`src/rtl/lfsr_crc_pkg.sv`:
```
package lfsr_crc_pkg;
   typedef enum logic [1:0] {
      MODE_RUN  = 2'b00,
      MODE_STEP = 2'b01,
      MODE_RSVD = 2'b10,
      MODE_HALT = 2'b11
   } lfsr_mode_e;
endpackage

```
`src/rtl/lfsr_shift_chain.sv`:
```
module lfsr_shift_chain #(
   parameter int               WIDTH  = 16,
   parameter logic [WIDTH-1:0] POLY   = 16'h8005,
   parameter int               STAGES = 8
) (
   input  logic [WIDTH-1:0]  state_i,
   input  logic [STAGES-1:0] data_i,
   output logic [WIDTH-1:0]  state_o
);
   logic [WIDTH-1:0] tap [0:STAGES];

   assign tap[0] = state_i;

   for (genvar k = 0; k < STAGES; k++) begin : g_stage
      logic fb;
      assign fb         = tap[k][WIDTH-1] ^ data_i[STAGES-1-k];
      assign tap[k+1]   = {tap[k][WIDTH-2:0], 1'b0} ^ (fb ? POLY : '0);
   end

   assign state_o = tap[STAGES];

   if (STAGES < 1) begin : g_bad_stages
      $error("lfsr_shift_chain: STAGES must be at least 1");
   end
   if (WIDTH < 2) begin : g_bad_width
      $error("lfsr_shift_chain: WIDTH must be at least 2");
   end
endmodule

```
`src/rtl/lfsr_mode_ctrl.sv`:
```
module lfsr_mode_ctrl
   import lfsr_crc_pkg::*;
(
   input  logic       clk,
   input  logic       rst_n,
   input  logic       data_wr,
   input  logic       mode_wr,
   input  logic [1:0] mode_in,
   output logic [1:0] mode_q,
   output logic       adv_en
);
   lfsr_mode_e cur_mode;
   logic       step_done;

   assign cur_mode  = lfsr_mode_e'(mode_q);
   assign adv_en    = !data_wr && (cur_mode == MODE_RUN || cur_mode == MODE_STEP);
   assign step_done = adv_en && (cur_mode == MODE_STEP);

   always_ff @(posedge clk or negedge rst_n) begin
      if (!rst_n) begin
         mode_q <= MODE_RUN;
      end else if (mode_wr) begin
         mode_q <= mode_in;
      end else if (step_done) begin
         mode_q <= MODE_RUN;
      end
   end


   step_clear_chk: assert property (@(posedge clk) disable iff (!rst_n)
      (mode_q == 2'b01 && !data_wr && !mode_wr) |=> (mode_q == 2'b00));


   step_hold_chk: assert property (@(posedge clk) disable iff (!rst_n)
      (mode_q == 2'b01 && data_wr && !mode_wr) |=> (mode_q == 2'b01));


   mode_load_chk: assert property (@(posedge clk) disable iff (!rst_n)
      mode_wr |=> (mode_q == $past(mode_in)));
endmodule

```
`src/rtl/lfsr_crc_engine.sv`:
```
module lfsr_crc_engine #(
   parameter int               BYTE_W      = 8,
   parameter int               WIDTH       = 16,
   parameter logic [WIDTH-1:0] POLY        = 16'h8005,
   parameter int               RAND_UNROLL = 13,
   parameter logic [WIDTH-1:0] SEED        = 16'hACE1
) (
   input  logic              clk,
   input  logic              rst_n,
   input  logic              wr_lo,
   input  logic              wr_hi,
   input  logic [BYTE_W-1:0] wr_data,
   input  logic              mode_wr,
   input  logic [1:0]        mode_in,
   output logic [1:0]        mode_out,
   output logic [BYTE_W-1:0] rd_lo,
   output logic [BYTE_W-1:0] rd_hi
);
   localparam int HALF = WIDTH / 2;

   logic [WIDTH-1:0] lfsr_q;
   logic [WIDTH-1:0] crc_next;
   logic [WIDTH-1:0] rand_next;
   logic             adv_en;
   logic             data_wr;

   if (WIDTH != 2 * BYTE_W) begin : g_bad_split
      $error("lfsr_crc_engine: WIDTH must be twice BYTE_W");
   end
   if (SEED == '0) begin : g_bad_seed
      $error("lfsr_crc_engine: SEED must be non-zero");
   end
   if (RAND_UNROLL < 1) begin : g_bad_unroll
      $error("lfsr_crc_engine: RAND_UNROLL must be at least 1");
   end

   assign data_wr = wr_lo | wr_hi;

   lfsr_shift_chain #(.WIDTH(WIDTH), .POLY(POLY), .STAGES(BYTE_W)) u_crc_chain (
      .state_i (lfsr_q),
      .data_i  (wr_data),
      .state_o (crc_next)
   );

   lfsr_shift_chain #(.WIDTH(WIDTH), .POLY(POLY), .STAGES(RAND_UNROLL)) u_rand_chain (
      .state_i (lfsr_q),
      .data_i  ({RAND_UNROLL{1'b0}}),
      .state_o (rand_next)
   );

   lfsr_mode_ctrl u_mode (
      .clk     (clk),
      .rst_n   (rst_n),
      .data_wr (data_wr),
      .mode_wr (mode_wr),
      .mode_in (mode_in),
      .mode_q  (mode_out),
      .adv_en  (adv_en)
   );

   always_ff @(posedge clk or negedge rst_n) begin
      if (!rst_n) begin
         lfsr_q <= SEED;
      end else if (wr_lo) begin
         lfsr_q <= {lfsr_q[HALF-1:0], wr_data};
      end else if (wr_hi) begin
         lfsr_q <= crc_next;
      end else if (adv_en) begin
         lfsr_q <= rand_next;
      end
   end

   assign rd_lo = lfsr_q[HALF-1:0];
   assign rd_hi = lfsr_q[WIDTH-1:HALF];


   seed_shift_chk: assert property (@(posedge clk) disable iff (!rst_n)
      wr_lo |=> (rd_hi == $past(rd_lo) && rd_lo == $past(wr_data)));


   halt_hold_chk: assert property (@(posedge clk) disable iff (!rst_n)
      (mode_out == 2'b11 && !wr_lo && !wr_hi) |=> $stable(lfsr_q));


   rsvd_hold_chk: assert property (@(posedge clk) disable iff (!rst_n)
      (mode_out == 2'b10 && !wr_lo && !wr_hi) |=> $stable(lfsr_q));


   crc_pick_chk: assert property (@(posedge clk) disable iff (!rst_n)
      (wr_hi && !wr_lo) |=> (lfsr_q == $past(crc_next)));
endmodule

```
`config.mk`:
```
export PLATFORM = sky130hd
export DESIGN_NAME = lfsr_crc_engine
export DESIGN_NICKNAME = d
export VERILOG_FILES = /design/src/rtl/lfsr_crc_pkg.sv /design/src/rtl/lfsr_shift_chain.sv /design/src/rtl/lfsr_mode_ctrl.sv /design/src/rtl/lfsr_crc_engine.sv
export SDC_FILE = /design/constraint.sdc
export NUM_CORES = 1
export LEC_CHECK = 0
export BUFFER_PORTS_ARGS = -buffer_cell sky130_fd_sc_hd__buf_2
export CAP_MARGIN = 20
export CORE_UTILIZATION = 49
export DETAILED_ROUTE_END_ITERATION = 10
export GPL_ROUTABILITY_DRIVEN = 0
export PLACE_DENSITY = 0.82
export SYNTH_ARGS = -nofsm -noshare
export SYNTH_HDL_FRONTEND = slang
export SYNTH_SLANG_ARGS = --single-unit
```
`constraint.sdc`:
```
create_clock -name clk -period 1.8 [get_ports clk]
set_input_delay 0.09 -clock clk [delete_from_list [all_inputs] [get_ports clk]]
set_output_delay 0.09 -clock clk [all_outputs]
set_load 0.01 [all_outputs]
```
==> flow_summary_export.csv <==
group,metric,value,unit
die,start_util,53.21,%
yosys,netlist_area,1505,µm²
power_and_ir_drop,ir_worst_vdd,1.172,mV
die,die-area,3298,µm²
placement,dpl.hpwl,3103,µm
die,fp-row-count,19,
sta,fin_crit_sh,110.3,%
route,wl_per_cell,17.28,µm
job,max_cap_viol_count,0,
clocking,cts.clk_slew.worst_paths,110,ps
die,pin_count,33,
worst_setup_path,cp.depth,6,
worst_setup_path,r2r-start,"lfsr_q[10]$_DFFE_PN1P_",
yosys,ys_warn_count,0,
yosys,ys.flop_type,"dfrtp_1",
sta,holdWs,74.32,ps
clocking,cts-root-buf,"clkbuf_4",
die,die_x,57.43,µm
worst_setup_path,r2r_setup_slack,-180,ps
hold_path,whs_path_depth,3,
worst_setup_path,worstPathArrival,2230,ps
worst_setup_path,regToRegEndpoint,"lfsr_q[0]$_DFFE_PN1P_",
clocking,clk_latency,300,ps
power_and_ir_drop,power_frac_clock,4.4,%
power_and_ir_drop,p_per_area,2412,nW/µm²
sta,layout_min_cycle_time,1985,ps
sta,rsz0062_at_grt,"true",
grt,overflow,0,
yosys,synth_cells,163,
hold_path,min_path_type,"in2reg",
power_and_ir_drop,leakagePower,0.9126,nW
route,drc,3,
die,die_h,57.43,µm
worst_setup_path,crit_chain,"xor2_2 > xnor2_2 > xnor3_2 > xnor2_1 > a221oi_2 > o21ai_1",
sta,worstMarginPinSlew,428.3,ps
grt,grt_max_degree,24,
final_layout,nNetsFinal,239,
worst_setup_path,cp-start-kind,"flip-flop",
grt,grt_pass1_wl,7120,µm
worst_setup_path,critical_path.top_delay_family,"XOR/XNOR gates",
route,via_per_inst,5.803,
power_and_ir_drop,comb_power_share,79.5,%
power_and_ir_drop,p_seq_share,16.2,%
worst_setup_path,critPathMaxStageDelay,580,ps
worst_setup_path,worst_path_max_delay_cell,"dfstp_2",
sta,layout_setup_ws,-184.8,ps
sta,clock_skew,10.73,ps
final_layout,layout-drive-gt1-share,41.70,%
yosys,syn_area_per_cell,9.234,µm²
status,violations,"design-rule violations, negative setup slack",
yosys,yosysUniqueCellTypes,41,
status,outcome,"complete, but fails checks",
worst_setup_path,r2r_cells,6,
final_layout,fillers,193,
power_and_ir_drop,p_sw_share,42.32,%
power_and_ir_drop,internal_power,0.002862,W
worst_setup_path,critPathMaxFanout,3,
yosys,synth-async-reset-ratio,100.0,%
route,via_count,1474,
worst_setup_path,critPathBufInv,0,
sta,hold_viol,0,
sta,setup_viol,3,
route,ant_nets,0,
yosys,yosysSeqAreaShare,30.59,%
grt,grtUsageTotal,29.06,%
clocking,clock_path_buffers,2,
sta,slew_headroom,71.44,%
worst_setup_path,crit_required,2040,ps
yosys,synth_fp_nets,178,
clocking,htree_levels,1,
route,drtPass1Iterations,7,
yosys,synth_enable_flop_cells,0,
route,wl,4388,µm
route,drt_iter0_drc,101,
final_layout,area_growth_syn_to_layout,36.66,%
die,coreArea,2829,µm²
worst_setup_path,endpoint_kind,"flip-flop",
hold_path,worstHoldStart,"wr_data[0]",
hold_path,min_to,"lfsr_q[0]$_DFFE_PN1P_",
clocking,cts_tree,"built",
placement,placed_area,1867,µm²
final_layout,stdcell_area,2057,µm²
placement,post-place-ws,-208.2,ps
sta,max_freq,503.8,MHz
power_and_ir_drop,switchingPower,0.002100,W
clocking,cts_buffers,3,
grt,antenna_found_initial,0,
final_layout,diodes,0,
clocking,cts.sinks,18,
sta,maxSlewViolCount,0,
yosys,ys_ff_latch,18,
grt,grt_pass1_vias,1432,
worst_setup_path,worstSetupPathType,"reg2reg",
placement,port_buffers,32,
## synth_stat cells, types with 4 or more instances
cell type	n	area, µm²
xnor2_1	27	236.5
o21ai_0	17	85.08
nor2_1	13	48.80
nand2_1	11	41.29
a21oi_1	10	50.05
dfrtp_1	10	250.2
xor2_1	9	78.83
dfstp_2	8	210.2
a22oi_1	6	45.04
clkbuf_1	6	22.52
mux2i_1	4	40.04
## state kept, by name (all words and copies together) (netlist names)
register	flops
lfsr_q	16
u_mode.mode_q	2
## kinds of logic after synthesis
group	count (synthesis)	share of synthesized area, %
mux	5	3.408
xor+xnor	45	32.34
flops	18	30.59
buf+inv	14	3.906
compound gates	45	18.87
simple gates	36	10.89
## layout by cell type, fill, tap and decap left out, drive strengths merged, types with 4 or more instances in the layout
cell and n:
a21oi 10, a22oi 6, buf 62, clkbuf 4, dfrtp 10, dfstp 8
dlygate4sd3 4, inv 4, mux2i 4, nand2 11, nor2 13, o21ai 18
xnor2 31, xor2 12
## area by class of cell
cell class / instances / area, µm² / share of cell area (%)
inverter: 4 / 15.01 / 0.7299
timing repair buffer: 66 / 441.7 / 21.47
sequential: 18 / 460.4 / 22.38
multi-input combinational: 131 / 1075 / 52.25
tap: 31 / 38.79 / 1.886
clock buffer: 4 / 26.28 / 1.277
## power by group through the flow
stage	clock network, W	logic (W)	registers [W]
floorplan	0	0.00216	0.000856
global placement	0	0.00306	0.000801
detailed placement	0	0.00317	0.000812
CTS	0.000227	0.00367	0.000799
global route	0.000248	0.00417	0.000819
finish	0.000217	0.00394	0.000801
## per-stage QoR
| step | util (%) | total power (W) | setup TNS (ps) | instances |
|---|---|---|---|---|
| floorplan | - | 0.003013 | -137.0 | 163 |
| global placement | 65.99 | 0.003861 | -153.9 | 239 |
| detailed placement | 65.99 | 0.003981 | -343.4 | 239 |
| CTS | 71.56 | 0.004692 | -343.5 | 253 |
| global route | 72.71 | 0.005239 | -635.8 | 254 |
| finish | 72.71 | 0.004962 | -418.2 | 254 |
## how the worst max path moves through the flow
stage / startpoint / endpoint / slack [ps]
2_1_floorplan: lfsr_q[13]$_DFFE_PN1P_ / lfsr_q[0]$_DFFE_PN1P_ / -120
3_3_place_gp: lfsr_q[13]$_DFFE_PN1P_ / lfsr_q[0]$_DFFE_PN1P_ / -130
3_5_place_dp: lfsr_q[10]$_DFFE_PN1P_ / lfsr_q[0]$_DFFE_PN1P_ / -210
4_1_cts: lfsr_q[10]$_DFFE_PN1P_ / lfsr_q[0]$_DFFE_PN1P_ / -170
5_1_grt: lfsr_q[10]$_DFFE_PN1P_ / lfsr_q[0]$_DFFE_PN1P_ / -260
6_report: lfsr_q[10]$_DFFE_PN1P_ / lfsr_q[0]$_DFFE_PN1P_ / -180
## worst min-delay path: cells and delay by family
kind                   cells  cell delay (ps)
AO/OA/AOI/OAI              2              130
buffers and inverters      1              120
## what timing repair did
action	CTS	global route
gates cloned	0	0
resized for setup	5	4
pin swaps	4	5
buffers inserted	6	2
hold endpoints to repair	12	0
hold buffers	4	0
endpoints found under the setup margin	3	3
## metal layers
layer | GRT usage (%) | vias to the layer above | routed length, µm
met5 | 0 | - | 0
met4 | 13.24 | 0 | 138
met3 | 3.175 | 12 | 347
met2 | 47.01 | 87 | 2115
met1 | 39.16 | 690 | 1786
li1 | - | 685 | -
Power figures use the tool's default switching activity.
